### config.mk
export PLATFORM = sky130hd
export DESIGN_NAME = dual_dac_ctrl
export DESIGN_NICKNAME = d
export VERILOG_FILES = /design/src/rtl/dual_dac_pkg.sv /design/src/rtl/dac_cmd_decode.sv /design/src/rtl/dac_chan_regs.sv /design/src/rtl/dac_wake_timer.sv /design/src/rtl/dual_dac_ctrl.sv
export SDC_FILE = /design/constraint.sdc
export NUM_CORES = 1
export LEC_CHECK = 0
export ABC_AREA = 1
export BUFFER_PORTS_ARGS = -buffer_cell sky130_fd_sc_hd__buf_2
export CORE_ASPECT_RATIO = 0.9
export CORE_MARGIN = 2
export CORE_UTILIZATION = 50
export CTS_BUF_LIST = sky130_fd_sc_hd__clkbuf_8
export CTS_CLUSTER_DIAMETER = 100
export DETAILED_ROUTE_END_ITERATION = 10
export PLACE_DENSITY = 0.75
export SLEW_MARGIN = 0
export SYNTH_ARGS = -nofsm -noshare
export SYNTH_HDL_FRONTEND = slang
export SYNTH_SLANG_ARGS = --single-unit
### constraint.sdc
create_clock -name clk -period 1.8 [get_ports clk]
set_input_delay 0.18 -clock clk [delete_from_list [all_inputs] [get_ports clk]]
set_output_delay 0.18 -clock clk [all_outputs]
set_load 0.02 [all_outputs]
### src/rtl/dual_dac_pkg.sv
package dual_dac_pkg;

    localparam int DATA_W = 16;
    localparam int WORD_W = 24;
    localparam int NCH    = 2;

    typedef enum logic [3:0] {
        OP_STAGE  = 4'h0,
        OP_COMMIT = 4'h1,
        OP_BOTH   = 4'h3,
        OP_SLEEP  = 4'h4,
        OP_IDLE   = 4'hF
    } op_e;

    localparam logic [3:0] SEL_A   = 4'h0;
    localparam logic [3:0] SEL_B   = 4'h1;
    localparam logic [3:0] SEL_ALL = 4'hF;

    // per-channel action decoded from one cycle of input
    typedef struct packed {
        logic stage;     // load staging register from data
        logic commit;    // copy into active register, power up
        logic use_new;   // active register takes the word data, not staging
        logic sleep;     // power down
    } chan_act_t;

endpackage

### src/rtl/dac_cmd_decode.sv
module dac_cmd_decode
    import dual_dac_pkg::*;
(
    input  logic [WORD_W-1:0]         word_i,
    input  logic                      word_valid_i,
    input  logic                      load_i,
    input  logic                      rx_busy_i,
    output chan_act_t [NCH-1:0]       act_o
);

    logic [3:0]     op;
    logic [3:0]     sel;
    logic [NCH-1:0] hit;
    logic           pin_go;

    always_comb begin
        op     = word_i[23:20];
        sel    = word_i[19:16];
        hit[0] = (sel == SEL_A) || (sel == SEL_ALL);
        hit[1] = (sel == SEL_B) || (sel == SEL_ALL);
        pin_go = load_i && !rx_busy_i;
        act_o  = '0;
        for (int c = 0; c < NCH; c++) begin
            if (word_valid_i) begin
                if (hit[c]) begin
                    case (op)
                        OP_STAGE:  act_o[c].stage = 1'b1;
                        OP_COMMIT: act_o[c].commit = 1'b1;
                        OP_BOTH: begin
                            act_o[c].stage   = 1'b1;
                            act_o[c].commit  = 1'b1;
                            act_o[c].use_new = 1'b1;
                        end
                        OP_SLEEP:  act_o[c].sleep = 1'b1;
                        default:   act_o[c] = '0;
                    endcase
                end
            end else if (pin_go) begin
                act_o[c].commit = 1'b1;
            end
        end
    end

endmodule

### src/rtl/dac_chan_regs.sv
module dac_chan_regs
    import dual_dac_pkg::*;
#(
    parameter int RES_BITS  = 16,
    parameter bit RESET_MID = 1'b0
) (
    input  logic                clk,
    input  logic                rst_n,
    input  chan_act_t           act_i,
    input  logic [DATA_W-1:0]   data_i,
    output logic [RES_BITS-1:0] code_o,
    output logic                pd_o,
    output logic                wake_o
);

    localparam logic [RES_BITS-1:0] RST_CODE =
        RESET_MID ? {1'b1, {(RES_BITS-1){1'b0}}} : '0;

    typedef struct packed {
        logic [RES_BITS-1:0] stg;
        logic [RES_BITS-1:0] act;
        logic                pd;
    } regs_t;

    regs_t               s_d, s_q;
    logic [RES_BITS-1:0] data_cut;

    always_comb begin
        data_cut = data_i[DATA_W-1 -: RES_BITS];
        s_d      = s_q;
        wake_o   = act_i.commit && s_q.pd;
        if (act_i.commit) begin
            s_d.act = act_i.use_new ? data_cut : s_q.stg;
            s_d.pd  = 1'b0;
        end
        if (act_i.stage) begin
            s_d.stg = data_cut;
        end
        if (act_i.sleep) begin
            s_d.pd = 1'b1;
        end
    end

    always_ff @(posedge clk) begin
        if (!rst_n) begin
            s_q.stg <= RST_CODE;
            s_q.act <= RST_CODE;
            s_q.pd  <= 1'b0;
        end else begin
            s_q <= s_d;
        end
    end

    assign code_o = s_q.act;
    assign pd_o   = s_q.pd;

    // sleeping never disturbs either register stage
    p_sleep_keeps_regs_r6: assert property (@(posedge clk) disable iff (!rst_n)
        act_i.sleep |=> ($stable(s_q.act) && $stable(s_q.stg) && s_q.pd));

    // any update leaves the channel running
    p_commit_wakes_r4: assert property (@(posedge clk) disable iff (!rst_n)
        act_i.commit |=> !s_q.pd);

endmodule

### src/rtl/dac_wake_timer.sv
module dac_wake_timer #(
    parameter int SHORT_CYC = 1000,
    parameter int LONG_CYC  = 2400
) (
    input  logic clk,
    input  logic rst_n,
    input  logic wake_i,
    input  logic long_i,
    input  logic sleep_i,
    input  logic pd_i,
    output logic settled_o
);

    localparam int CW = $clog2(LONG_CYC + 1);
    localparam logic [CW-1:0] SHORT_LD = CW'(SHORT_CYC);
    localparam logic [CW-1:0] LONG_LD  = CW'(LONG_CYC);

    typedef struct packed {
        logic [CW-1:0] cnt;
    } tmr_t;

    tmr_t t_d, t_q;

    always_comb begin
        t_d = t_q;
        if (sleep_i) begin
            t_d.cnt = '0;
        end else if (wake_i) begin
            t_d.cnt = long_i ? LONG_LD : SHORT_LD;
        end else if (t_q.cnt != '0) begin
            t_d.cnt = t_q.cnt - 1'b1;
        end
    end

    always_ff @(posedge clk) begin
        if (!rst_n) begin
            t_q.cnt <= '0;
        end else begin
            t_q <= t_d;
        end
    end

    assign settled_o = !pd_i && (t_q.cnt == '0);

    // a freshly woken channel is never reported settled at once
    p_no_instant_settle_r10: assert property (@(posedge clk) disable iff (!rst_n)
        $fell(pd_i) |-> !settled_o);

    // the counter stays within the long delay
    p_cnt_bound_r10: assert property (@(posedge clk) disable iff (!rst_n)
        t_q.cnt <= LONG_LD);

endmodule

### src/rtl/dual_dac_ctrl.sv
module dual_dac_ctrl
    import dual_dac_pkg::*;
#(
    parameter int RES_BITS       = 16,
    parameter bit RESET_MID      = 1'b0,
    parameter int WAKE_SHORT_CYC = 1000,
    parameter int WAKE_LONG_CYC  = 2400
) (
    input  logic                clk,
    input  logic                rst_n,
    input  logic [23:0]         word_i,
    input  logic                word_valid_i,
    input  logic                load_i,
    input  logic                rx_busy_i,
    output logic [RES_BITS-1:0] code_a_o,
    output logic [RES_BITS-1:0] code_b_o,
    output logic [1:0]          pd_o,
    output logic [1:0]          settled_o
);

    chan_act_t [NCH-1:0]               act;
    logic [NCH-1:0]                    pd;
    logic [NCH-1:0]                    wake;
    logic [NCH-1:0]                    settled;
    logic [NCH-1:0][RES_BITS-1:0]      code;

    dac_cmd_decode u_dec (
        .word_i       (word_i),
        .word_valid_i (word_valid_i),
        .load_i       (load_i),
        .rx_busy_i    (rx_busy_i),
        .act_o        (act)
    );

    for (genvar c = 0; c < NCH; c++) begin : g_ch
        dac_chan_regs #(
            .RES_BITS  (RES_BITS),
            .RESET_MID (RESET_MID)
        ) u_regs (
            .clk    (clk),
            .rst_n  (rst_n),
            .act_i  (act[c]),
            .data_i (word_i[DATA_W-1:0]),
            .code_o (code[c]),
            .pd_o   (pd[c]),
            .wake_o (wake[c])
        );

        dac_wake_timer #(
            .SHORT_CYC (WAKE_SHORT_CYC),
            .LONG_CYC  (WAKE_LONG_CYC)
        ) u_tmr (
            .clk       (clk),
            .rst_n     (rst_n),
            .wake_i    (wake[c]),
            .long_i    (pd[NCH-1-c]),
            .sleep_i   (act[c].sleep),
            .pd_i      (pd[c]),
            .settled_o (settled[c])
        );
    end

    assign code_a_o  = code[0];
    assign code_b_o  = code[1];
    assign pd_o      = pd;
    assign settled_o = settled;

    // with the front end busy and no word, nothing visible moves
    p_busy_blocks_pin_r9: assert property (@(posedge clk) disable iff (!rst_n)
        (rx_busy_i && !word_valid_i) |=>
            ($stable(code_a_o) && $stable(code_b_o) && $stable(pd_o)));

    // an idle word changes no code and no power flag
    p_idle_word_r7: assert property (@(posedge clk) disable iff (!rst_n)
        (word_valid_i && word_i[23:20] == 4'hF) |=>
            ($stable(code_a_o) && $stable(code_b_o) && $stable(pd_o)));

    // a powered-down channel never reports settled
    p_down_not_settled_r11: assert property (@(posedge clk) disable iff (!rst_n)
        $rose(pd_o[0]) |-> !settled_o[0]);

endmodule

* Yosys cells after proc, flatten, opt, wreduce, memory -nomap -nowiden
Index checks and enable logic that the tools add are counted.
Storage, ports and cells: bits in registers 90, word-level logic and storage cells 65
Cells by class: $add $sub $neg 2, eq/ne operators 5, multiplexer cells 25, bitwise gates (word level) 1, reductions and logical operators 24
Operators by type and width (count):
- 12-bit two-way mux | 6
- 16-bit two-way mux | 2
- 12-bit logical NOT | 2
- 12-bit nonzero test | 2
- 12-bit by 1-bit subtractor with 12-bit output, second input constant | 2
- 1-bit two-way mux | 13
- 4-bit by 1-bit == test with 1-bit output, second input constant | 2
- 4-bit logical NOT | 2
- 4-bit two-way mux | 2
- 2-bit nonzero test | 4
- 2-bit OR reduction | 4
- 1-bit logical AND | 5
- 4-bit by 2-bit == test with 1-bit output, second input constant | 1
- 4-bit by 3-bit == test with 1-bit output, second input constant | 1
- 4-bit == test, second input constant | 1
- 2-bit two-way mux | 2
- 1-bit logical NOT | 3
- 1-bit logical OR | 2
- 1-bit inverter | 1

* Logic depth before layout (Yosys ltp)
word-level depth 7, gate-level depth with buffers 13, mapped depth without buffers 11

* By module
A second synthesis with hierarchy kept.
Unflattened totals: cells, all modules 733, area, all modules 4769.6 um^2
By module, submodules not included:
- dac_chan_regs | instances 2, cells each 228, area each 1537.7 um^2, seq. area each 660.6 um^2
- dac_wake_timer | instances 2, cells each 118, area each 760.7 um^2, seq. area each 240.2 um^2
- dac_cmd_decode | instances 1, cells each 41, area each 172.7 um^2, seq. area each 0.0 um^2

* Worst setup path before layout
OpenSTA, ideal clock, no wires.
path kind register to output, from reg g_ch[1].u_tmr.t_q[0] in the netlist's numbering, to out settled_o[1], arrival time 1220 ps, required time 1620 ps, path slack 400 ps, stages on the path, launching flop included 8, buffers on the path 1, cell sequence dfxtp_1 > inv_1 > ha_1 > nand4_1 > nor2_1 > inv_1 > nor2_1 > buf_4
Between the ends: longest elaborated chain between the ends 2
Ends and longest elaborated chain:
- start: declaration | line dac_wake_timer.sv:22 | tmr_t t_d, t_q;
- start signal: assignment | line dac_wake_timer.sv:39 | t_q <= t_d;
- 12-bit logical NOT | line dac_wake_timer.sv:43 | assign settled_o = !pd_i && (t_q.cnt == '0);
- 1-bit logical AND | line dac_wake_timer.sv:43
- end: declaration | line dual_dac_ctrl.sv:18 | output logic [1:0] settled_o
Every way passes these cells.

* Worst setup path in the final report
from reg g_ch[0].u_tmr.t_q[6] in the netlist's numbering, to out settled_o[0]
Between the ends: longest elaborated chain between the ends 2
Ends and longest elaborated chain (line):
- start: declaration | dac_wake_timer.sv:22
- start signal: assignment | dac_wake_timer.sv:39
- 12-bit logical NOT | dac_wake_timer.sv:43
- 1-bit logical AND | dac_wake_timer.sv:43
Every way passes these cells.

==> results.json <==
{
  "async_flop_share_pct": 0,
  "io_pins": 65,
  "worst-path-stages": 4,
  "use_met3_pct": 4.78,
  "area_growth_pct": 7.65,
  "ir_drop_uv": 808,
  "ys_seq_elements": 90,
  "crit_type": "flop to primary output",
  "crit_buf_inv": 1,
  "grt_pass1_vias": 3657,
  "grt_start_max_net_pins": 65,
  "post-route-util_pct": 55.2,
  "vias": 4072,
  "holdCritPathClass": "primary input to flop",
  "rows": 33,
  "syn_inst": 667,
  "synthDistinctLibCells": 30,
  "final_hold_viol_count": 0,
  "post_route_cells_drive_above_1_share_pct": 17.9,
  "die_width_um": 106,
  "seqCellArea_mm2": 0.00180,
  "dpl_cell_area_mm2": 0.00474,
  "root_buffer": "clkbuf_8",
  "die_area_mm2": 0.0101,
  "finClkSkew_ps": 15.6,
  "grt_pass1_wl_um": 16800,
  "yosys.area.top_type": "dfxtp_1",
  "maxSlewViolCount": 0,
  "cp_data_required_time_ps": 1620,
  "initial_core_util_pct": 51.3,
  "drv_cap": 0,
  "routed_wl_um": 10100,
  "post_drt_wl_per_cell_um": 12.5,
  "cts.hold.buffers_added": 0,
  "endpoint_kind": "primary output",
  "multi_input_area_mm2": 0.00204,
  "core_mm2": 0.00908,
  "finalCriticalPeriod_ps": 1670,
  "cp-start-kind": "flop",
  "drt_first_pass_iters": 5,
  "max-slew-margin-rel_pct": 65.7,
  "clkLatencyLatePin_ps": 360,
  "numCtsBuffers": 9,
  "path_cells": "nor2_1 > nand2_2 > nor4_2 > buf_4",
  "tritoncts": "done",
  "drc": 0,
  "htree_levels": 3,
  "fin_setup_tns_ps": 0,
  "top_usage_layer": "met2",
  "synth_flop_cell": "dfxtp_1",
  "p_total_mw": 6.48,
  "grt-ovfl-total": 0,
  "rsz0062_at_grt": "no",
  "via_per_inst": 5.02,
  "ys_top_cells_by_count": "111 x inv_1, 111 x o21ai_0, 101 x nand2_1",
  "cts.path.max_buffers": 2,
  "layout.nets": 718,
  "drt-initial-drc-count": 243,
  "gp_congestion": 0.880,
  "arrival_ps": 1490,
  "syn_nets": 700,
  "clock-sinks": 90,
  "tightest_slew_ps": 514,
  "synth.avg_cell_area_um2": 6.99,
  "cts.clk_slew.worst_paths_ps": 90,
  "p_per_area_mw_per_mm2": 1290,
  "yosysTopAreaCellShare_pct": 38.6,
  "yosysWarnings": 0,
  "status": "finished clean",
  "reg2reg_slack_ps": 340,
  "leakage_nw": 2.76,
  "setup_viol_count_final": 0,
  "hold_slack_ps": 126,
  "crit_slowest_cell": "dfxtp_1",
  "drtAntennaViolNets": 0,
  "dp_hpwl_um": 7270,
  "holdPathStages": 3,
  "antenna_found_initial": 0,
  "r2r_cells": 8,
  "critPathTopFamily": "simple AND/OR/NAND/NOR gates",
  "grt_use_total_pct": 20.4,
  "n_antenna_cell": 0,
  "seq_area_frac_synth_pct": 38.6,
  "synth_edf_count": 0,
  "netlist_area_mm2": 0.00466,
  "worstPathMaxFanout": 6,
  "dieHeight_um": 95.6,
  "fmax_mhz": 599,
  "design_area_mm2": 0.00502,
  "slowest_delay_ps": 350,
  "fillers": 893,
  "gr-usage-met2_pct": 34.0,
  "yosys-top-cells-area": "dfxtp_1 39%, o21ai_0 12%, inv_1 8.9%, nand2_1 8.1%, buf_4 6.1%",
  "period_share_pct": 92.8,
  "grt_util_met1_pct": 27.0,
  "port_buffers": 64
}
[final timing paths]
kind / from / end
setup / recovery: g_ch[0].u_tmr.t_q[6] / settled_o[0]
hold / removal: word_i[7] / g_ch[0].u_regs.s_q[24]
hold reg to reg: g_ch[1].u_tmr.t_q[0] / g_ch[1].u_tmr.t_q[0]
setup reg to reg: g_ch[1].u_tmr.t_q[2] / g_ch[1].u_tmr.t_q[11]
[layout by cell type, fill, tap and decap left out, drive strengths merged, types with 5 or more instances in the layout]
cell	count
nand3b	6
nand3	29
buf	71
nor2	48
inv	114
nor3	5
clkbuf	9
nand2	111
o21ai	129
dfxtp	90
a21oi	43
nand4	5
xor2	8
[where the power goes]
part	total (mW)	switching, mW	internal [mW]
combinational	2.54	1.54	1.01
sequential	2.48	0.229	2.25
clock	1.45	0.687	0.767
total	6.48	2.45	4.03
[logic make-up after synthesis]
| family | Yosys count | synth area share [%] |
|---|---|---|
| AOI/OAI and AO/OA | 175 | 18.9 |
| xor gates and xnor gates | 10 | 1.88 |
| adders and majority gates | 4 | 1.07 |
| buffers and inverters | 177 | 18.8 |
| DFF | 90 | 38.6 |
| and+or+nand+nor | 211 | 20.6 |
[layer usage]
metal	part of all wire, %	wire (um)	vias to the layer above
met3	5.2	531	7
met4	0.96	97	0
li1	-	-	2106
met1	48	4920	1859
met5	0	0	-
met2	45	4600	100
[sequential cells by signal, summed over array words and instances, names as in the netlist]
name / flops
g_ch.u_regs.code_o: 32
g_ch.u_regs.pd_o: 2
g_ch.u_regs.s_q: 32
g_ch.u_tmr.t_q: 24
[worst register-to-register path, delay by kind of cell (launching register included)]
| kind | cells | cell delay (ps) |
|---|---|---|
| AOI/OAI and AO/OA | 1 | 140 |
| and+or+nand+nor | 7 | 830 |
| DFF | 1 | 380 |
[final cells by class]
cell class | count | share of cell area (%)
multi-input cells | 400 | 40.6
flip-flops and latches | 90 | 35.9
inverters | 113 | 8.45
repair buffers | 71 | 7.85
well taps | 122 | 3.04
clock buffers | 9 | 2.47
clock inverters | 6 | 1.67
[stage by stage]
step	setup slack [ps]	cells
2_1_floorplan	400	667
3_3_place_gp	282	795
3_5_place_dp	239	795
4_1_cts	8.03	810
5_1_grt	22.0	811
6_report	130	811
[what timing repair did]
item,in CTS,in global routing
resized for setup,4,17
pin swaps,0,3
hold endpoints to repair,0,0
endpoints found under the setup margin,1,2
cloned,0,0
setup buffers,0,1
Power figures use the tool's default switching activity.
